File: config.mk
export PLATFORM = sky130hd
export DESIGN_NAME = instr_unpacker
export DESIGN_NICKNAME = d
export VERILOG_FILES = /design/src/rtl/instr_unpack_pkg.sv /design/src/rtl/unpack_seq.sv /design/src/rtl/unpack_outreg.sv /design/src/rtl/instr_unpacker.sv
export SDC_FILE = /design/constraint.sdc
export NUM_CORES = 1
export LEC_CHECK = 0
export ABC_CLOCK_PERIOD_IN_PS = 2930
export BUFFER_PORTS_ARGS = -buffer_cell sky130_fd_sc_hd__buf_2
export CAP_MARGIN = 0
export CORE_ASPECT_RATIO = 0.6
export CORE_MARGIN = 10
export CORE_UTILIZATION = 50
export CTS_CLUSTER_DIAMETER = 50
export DETAILED_ROUTE_END_ITERATION = 8
export GPL_TIMING_DRIVEN = 0
export MAX_ROUTING_LAYER = met4
export PLACE_DENSITY = 0.73
export SLEW_MARGIN = 20
export SYNTH_ARGS = -nofsm -noshare
export SYNTH_HDL_FRONTEND = slang
export SYNTH_SLANG_ARGS = --single-unit
File: constraint.sdc
create_clock -name clk -period 2.93 [get_ports clk]
set_input_delay 0.7325 -clock clk [delete_from_list [all_inputs] [get_ports clk]]
set_output_delay 0.7325 -clock clk [all_outputs]
set_load 0.1 [all_outputs]
File: src/rtl/instr_unpack_pkg.sv
package instr_unpack_pkg;
  localparam int XFER_W  = 16;
  localparam int HALF_W  = XFER_W / 2;
  localparam int INSTR_W = XFER_W + HALF_W;

  typedef enum logic [1:0] {
    PH_LOW1   = 2'd0,
    PH_SHARED = 2'd1,
    PH_LOW2   = 2'd2
  } phase_e;

  // first instruction of a group: shared low byte on top of its low word
  function automatic logic [INSTR_W-1:0] join_first(input logic [XFER_W-1:0] shared,
                                                    input logic [XFER_W-1:0] low);
    return {shared[HALF_W-1:0], low};
  endfunction

  // second instruction: saved upper byte on top of the trailing low word
  function automatic logic [INSTR_W-1:0] join_second(input logic [HALF_W-1:0] hi,
                                                     input logic [XFER_W-1:0] low);
    return {hi, low};
  endfunction

  function automatic logic [HALF_W-1:0] upper_of(input logic [XFER_W-1:0] shared);
    return shared[XFER_W-1:HALF_W];
  endfunction
endpackage

File: src/rtl/unpack_seq.sv
module unpack_seq
  import instr_unpack_pkg::*;
#(
  parameter int CNT_W = 12
) (
  input  logic             clk,
  input  logic             rst_n,
  input  logic             start,
  input  logic [CNT_W-1:0] count,
  input  logic             take,
  input  logic             fin,
  output phase_e           phase,
  output logic             active,
  output logic             final_word,
  output logic             job_accept,
  output logic             done
);
  localparam logic [CNT_W-1:0] ONE = CNT_W'(1);

  logic [CNT_W-1:0] remaining;

  assign job_accept = start && !active;
  assign final_word = (remaining == ONE);

  always_ff @(posedge clk or negedge rst_n) begin
    if (!rst_n) begin
      active    <= 1'b0;
      phase     <= PH_LOW1;
      remaining <= '0;
      done      <= 1'b0;
    end else begin
      done <= 1'b0;
      if (job_accept) begin
        if (count == '0) begin
          done <= 1'b1;
        end else begin
          active    <= 1'b1;
          remaining <= count;
          phase     <= PH_LOW1;
        end
      end else if (fin) begin
        active <= 1'b0;
        done   <= 1'b1;
        phase  <= PH_LOW1;
      end else if (take) begin
        unique case (phase)
          PH_LOW1: phase <= PH_SHARED;
          PH_SHARED: begin
            remaining <= remaining - ONE;
            phase     <= final_word ? PH_LOW1 : PH_LOW2;
          end
          default: begin
            remaining <= remaining - ONE;
            phase     <= PH_LOW1;
          end
        endcase
      end
    end
  end

  assert_zero_count_R7: assert property (@(posedge clk) disable iff (!rst_n)
    job_accept && (count == '0) |=> done && !active);

  assert_done_after_last_R9: assert property (@(posedge clk) disable iff (!rst_n)
    fin |=> done && !active);

  assert_busy_start_ignored_R10: assert property (@(posedge clk) disable iff (!rst_n)
    start && active && !take && !fin |=> active && $stable(remaining) && $stable(phase));

  assert_idle_phase_R2: assert property (@(posedge clk) disable iff (!rst_n)
    !active |-> phase == PH_LOW1);
endmodule

File: src/rtl/unpack_outreg.sv
module unpack_outreg
  import instr_unpack_pkg::*;
(
  input  logic               clk,
  input  logic               rst_n,
  input  logic               load,
  input  logic [INSTR_W-1:0] load_data,
  input  logic               load_last,
  input  logic               out_ready,
  output logic               out_valid,
  output logic [INSTR_W-1:0] out_data,
  output logic               out_last
);
  always_ff @(posedge clk or negedge rst_n) begin
    if (!rst_n) begin
      out_valid <= 1'b0;
      out_data  <= '0;
      out_last  <= 1'b0;
    end else if (load) begin
      out_valid <= 1'b1;
      out_data  <= load_data;
      out_last  <= load_last;
    end else if (out_valid && out_ready) begin
      out_valid <= 1'b0;
    end
  end

  assert_hold_while_stalled_R8: assert property (@(posedge clk) disable iff (!rst_n)
    out_valid && !out_ready |=> out_valid && $stable(out_data) && $stable(out_last));
endmodule

File: src/rtl/instr_unpacker.sv
module instr_unpacker
  import instr_unpack_pkg::*;
#(
  parameter int CNT_W = 12
) (
  input  logic               clk,
  input  logic               rst_n,
  input  logic               start,
  input  logic [CNT_W-1:0]   count,
  input  logic [XFER_W-1:0]  in_data,
  input  logic               in_valid,
  output logic               in_ready,
  output logic [INSTR_W-1:0] out_data,
  output logic               out_valid,
  input  logic               out_ready,
  output logic               out_last,
  output logic               done,
  output logic               fmt_err
);
  phase_e             phase;
  logic               active;
  logic               final_word;
  logic               job_accept;
  logic               take;
  logic               fin;
  logic               load;
  logic [INSTR_W-1:0] load_data;
  logic [XFER_W-1:0]  low_q;
  logic [HALF_W-1:0]  hi_q;
  logic               odd_tail_bad;

  // named events shared by the logic and the assertions
  assign in_ready     = active && !out_valid;
  assign take         = in_valid && in_ready;
  assign fin          = out_valid && out_ready && out_last;
  assign load         = take && (phase != PH_LOW1);
  assign load_data    = (phase == PH_SHARED) ? join_first(in_data, low_q)
                                             : join_second(hi_q, in_data);
  assign odd_tail_bad = take && (phase == PH_SHARED) && final_word
                        && (upper_of(in_data) != '0);

  unpack_seq #(.CNT_W(CNT_W)) u_seq (
    .clk        (clk),
    .rst_n      (rst_n),
    .start      (start),
    .count      (count),
    .take       (take),
    .fin        (fin),
    .phase      (phase),
    .active     (active),
    .final_word (final_word),
    .job_accept (job_accept),
    .done       (done)
  );

  unpack_outreg u_outreg (
    .clk       (clk),
    .rst_n     (rst_n),
    .load      (load),
    .load_data (load_data),
    .load_last (final_word),
    .out_ready (out_ready),
    .out_valid (out_valid),
    .out_data  (out_data),
    .out_last  (out_last)
  );

  always_ff @(posedge clk or negedge rst_n) begin
    if (!rst_n) begin
      low_q   <= '0;
      hi_q    <= '0;
      fmt_err <= 1'b0;
    end else begin
      if (take && phase == PH_LOW1)   low_q <= in_data;
      if (take && phase == PH_SHARED) hi_q  <= upper_of(in_data);
      if (job_accept)        fmt_err <= 1'b0;
      else if (odd_tail_bad) fmt_err <= 1'b1;
    end
  end

  assert_fmt_sticky_R6: assert property (@(posedge clk) disable iff (!rst_n)
    fmt_err && !job_accept |=> fmt_err);

  assert_fmt_cleared_by_start_R6: assert property (@(posedge clk) disable iff (!rst_n)
    job_accept |=> !fmt_err);

  assert_no_input_after_last_R5: assert property (@(posedge clk) disable iff (!rst_n)
    fin |=> !in_ready && !out_valid);

  assert_last_needs_final_R4: assert property (@(posedge clk) disable iff (!rst_n)
    load && !final_word |=> !out_last);
endmodule

==> flow_metrics.tcl <==
set metrics [dict create \
    outcome "finished clean" \
    die_x_um 122 \
    grt_max_degree 57 \
    worstSkewPairLatency_ns 0.34 \
    diodes 0 \
    tightestPinTransition_ns 0.722 \
    postRouteAntennaNets 0 \
    crit_required_ns 3.20 \
    drt-total-wl_um 8350 \
    area_growth_pct 19.8 \
    worstReg2RegStart "u_outreg.out_valid" \
    layout_commonest_cell "dfrtp_1" \
    cp_cell_sequence "buf_2 > nor4_1 > a31oi_2 > nor2_1 > a2bb2oi_1" \
    start_kind "primary input" \
    cts_max_level 3 \
    fin_crit_sh_pct 79.5 \
    initial_core_util_pct 51.5 \
    syn_avg_cell_area_um2 10.0 \
    drc 0 \
    yosys_warnings 0 \
    numCtsBuffers 9 \
    synth_cell_types 39 \
    fp.dieH_um 81.5 \
    syn_inst 314 \
    slew_viol_final 0 \
    drv_cap 0 \
    vias 2694 \
    crit_arrival_ns 2.59 \
    regToRegSetupSlack_ns 0.85 \
    core-area_um2 6110 \
    drive_above_1_share_pct 29.9 \
    drt-initial-drc-count 232 \
    overflow 0 \
    synth_seq_area_share_pct 53.3 \
    fin_nets 422 \
    hpwl_um 6110 \
    ctsLongestPathBuffers 2 \
    r2r-end "u_outreg.out_data[15]" \
    antenna_found_initial 0 \
    cts.clk_slew.worst_paths_ns 0.07 \
    synth_top_area_share_pct 53.3 \
    synth_seq_cells 67 \
    clkSinkCount 67 \
    cts_tree "yes" \
    finalSetupViolCount 0 \
    grt_usage_pct 17.8 \
    first_pass_iters 5 \
    final.setup.tns_ns 0 \
    synth_area_leaders "dfrtp_1 (53%), mux2_2 (9.3%), nand2_1 (6.6%)" \
    ctsResizeCount 0 \
    slew-limit-headroom_pct 51.7 \
    yosys.area.top_type "dfrtp_1" \
    wl_per_cell_um 17.6 \
    vias_per_cell 5.67 \
    critical_path_class "primary input to flip-flop" \
    globalplace.congestion 0.912 \
    max_freq_mhz 429 \
    critical-path-max-stage-delay_ns 0.64 \
    hold_class "primary input to async pin" \
    holdBufCountCts 0 \
    num_rows 22 \
    rr_worst_depth 5 \
    grt_pass1_wl_um 13600 \
    synth_nets 349 \
    cts_root_buffer "clkbuf_8" \
    cts_setup_buffers 0 \
    port_buffers 61 \
    grt_pass1_vias 2709 \
    pin_count 62 \
    min_period_ns 2.33 \
    slowest_stage "nor2_1" \
    rsz0062_at_grt "false" \
    hold_viol_final 0 \
    synth_area_um2 3150 \
    worstSetupEndpointType "flip-flop" \
    cp_max_fo 8 \
    skew_ns 0.00655 \
    fill_cells 522 \
    layout_common_cells "dfrtp_1 (67), buf_2 (65), nand2_1 (55)" \
    dieArea_um2 9970 \
]
-- Yosys cell counts --
| cell | n |
|---|---|
| nor2_1 | 33 |
| or4_1 | 1 |
| nand2b_1 | 3 |
| a31oi_2 | 1 |
| buf_6 | 1 |
| a31oi_1 | 25 |
| buf_2 | 5 |
| nand4_1 | 1 |
| or4b_2 | 1 |
| a21o_1 | 2 |
| or3_1 | 2 |
| and3b_1 | 1 |
| a21oi_1 | 7 |
| nor3_1 | 11 |
| ha_1 | 2 |
| inv_1 | 5 |
| a32oi_1 | 1 |
| nor2_2 | 1 |
| nor3_2 | 1 |
| mux2_2 | 26 |
| or4_4 | 1 |
| nand3_1 | 1 |
| nor4_1 | 6 |
| clkbuf_1 | 15 |
| nor3_4 | 1 |
| a211oi_1 | 1 |
| a22oi_1 | 2 |
| nor3b_1 | 1 |
| or3b_2 | 1 |
| o2bb2ai_1 | 7 |
| nor2b_1 | 3 |
| a22o_1 | 4 |
| o21ai_0 | 10 |
| nand2_1 | 55 |
| dfrtp_1 | 67 |
| o22ai_1 | 6 |
| nand3b_1 | 1 |
| a2bb2oi_1 | 1 |
| nor4_4 | 1 |
-- through the flow --
step	util [%]	hold WS [ns]	setup WS, ns	instances	area [um^2]
floorplan	-	0.437	0.471	314	3150
global placement	58.3	0.477	0.458	459	3560
detailed placement	58.8	0.492	0.340	460	3590
CTS	61.7	0.219	0.694	475	3770
global route	61.7	0.214	0.497	475	3770
finish	61.7	0.226	0.601	475	3770
-- cells by family (layout without fill, tap and decap cells) --
family	count (synthesis)	after routing	share of synthesized area (%)
and+or+nand+nor	126	126	19.0
AOI/OAI and AO/OA	67	67	14.1
DFF	67	67	53.3
muxes	26	26	9.30
buffers and inverters	26	103	3.54
adders and majority gates	2	2	0.795
-- per-layer routing --
metal	up-vias	global-route usage, %	wire length, um
li1	1264	-	-
met1	1310	24.6	4060
met2	110	24.4	3590
met3	10	5.96	634
met4	0	4.80	65
met5	-	-	0
-- sequential cells by signal, summed over array words and instances (netlist names) --
register	count
u_seq.active	1
u_outreg.out_data	24
u_outreg.out_valid	1
fmt_err	1
u_seq.phase	2
u_seq.done	1
low_q	16
u_seq.remaining	12
u_outreg.out_last	1
hi_q	8
-- critical path, delay by kind of cell --
family / cells / cell delay (ns)
buf+inv: 1 / 0.12
simple gates: 2 / 1.20
compound gates: 2 / 0.54
-- worst max path at each step --
stage / from / endpoint / depth (start not counted)
3_5_place_dp: count[3] / u_seq.remaining[8] / 5
5_1_grt: count[3] / u_seq.remaining[8] / 5
4_1_cts: count[3] / u_seq.remaining[8] / 5
3_3_place_gp: count[3] / u_seq.remaining[8] / 5
2_1_floorplan: u_outreg.out_valid / in_ready / 1
6_report: count[3] / u_seq.remaining[8] / 5
-- layout make-up --
class                           count  area [um^2]  area share [%]
Clock inverter                      2         10.0           0.266
Buffer                             21         92.6            2.46
Multi-Input combinational cell    221         1360            36.1
Sequential cell                    67         1680            44.5
Inverter                            5         18.8           0.498
Tap cell                           84          105            2.79
Clock buffer                       13          169            4.48
Timing Repair Buffer               62          335            8.89
Power is left out: the tool's default activity adds up to more than one toggle a clock period on the data nets, which glitch-free logic cannot reach.
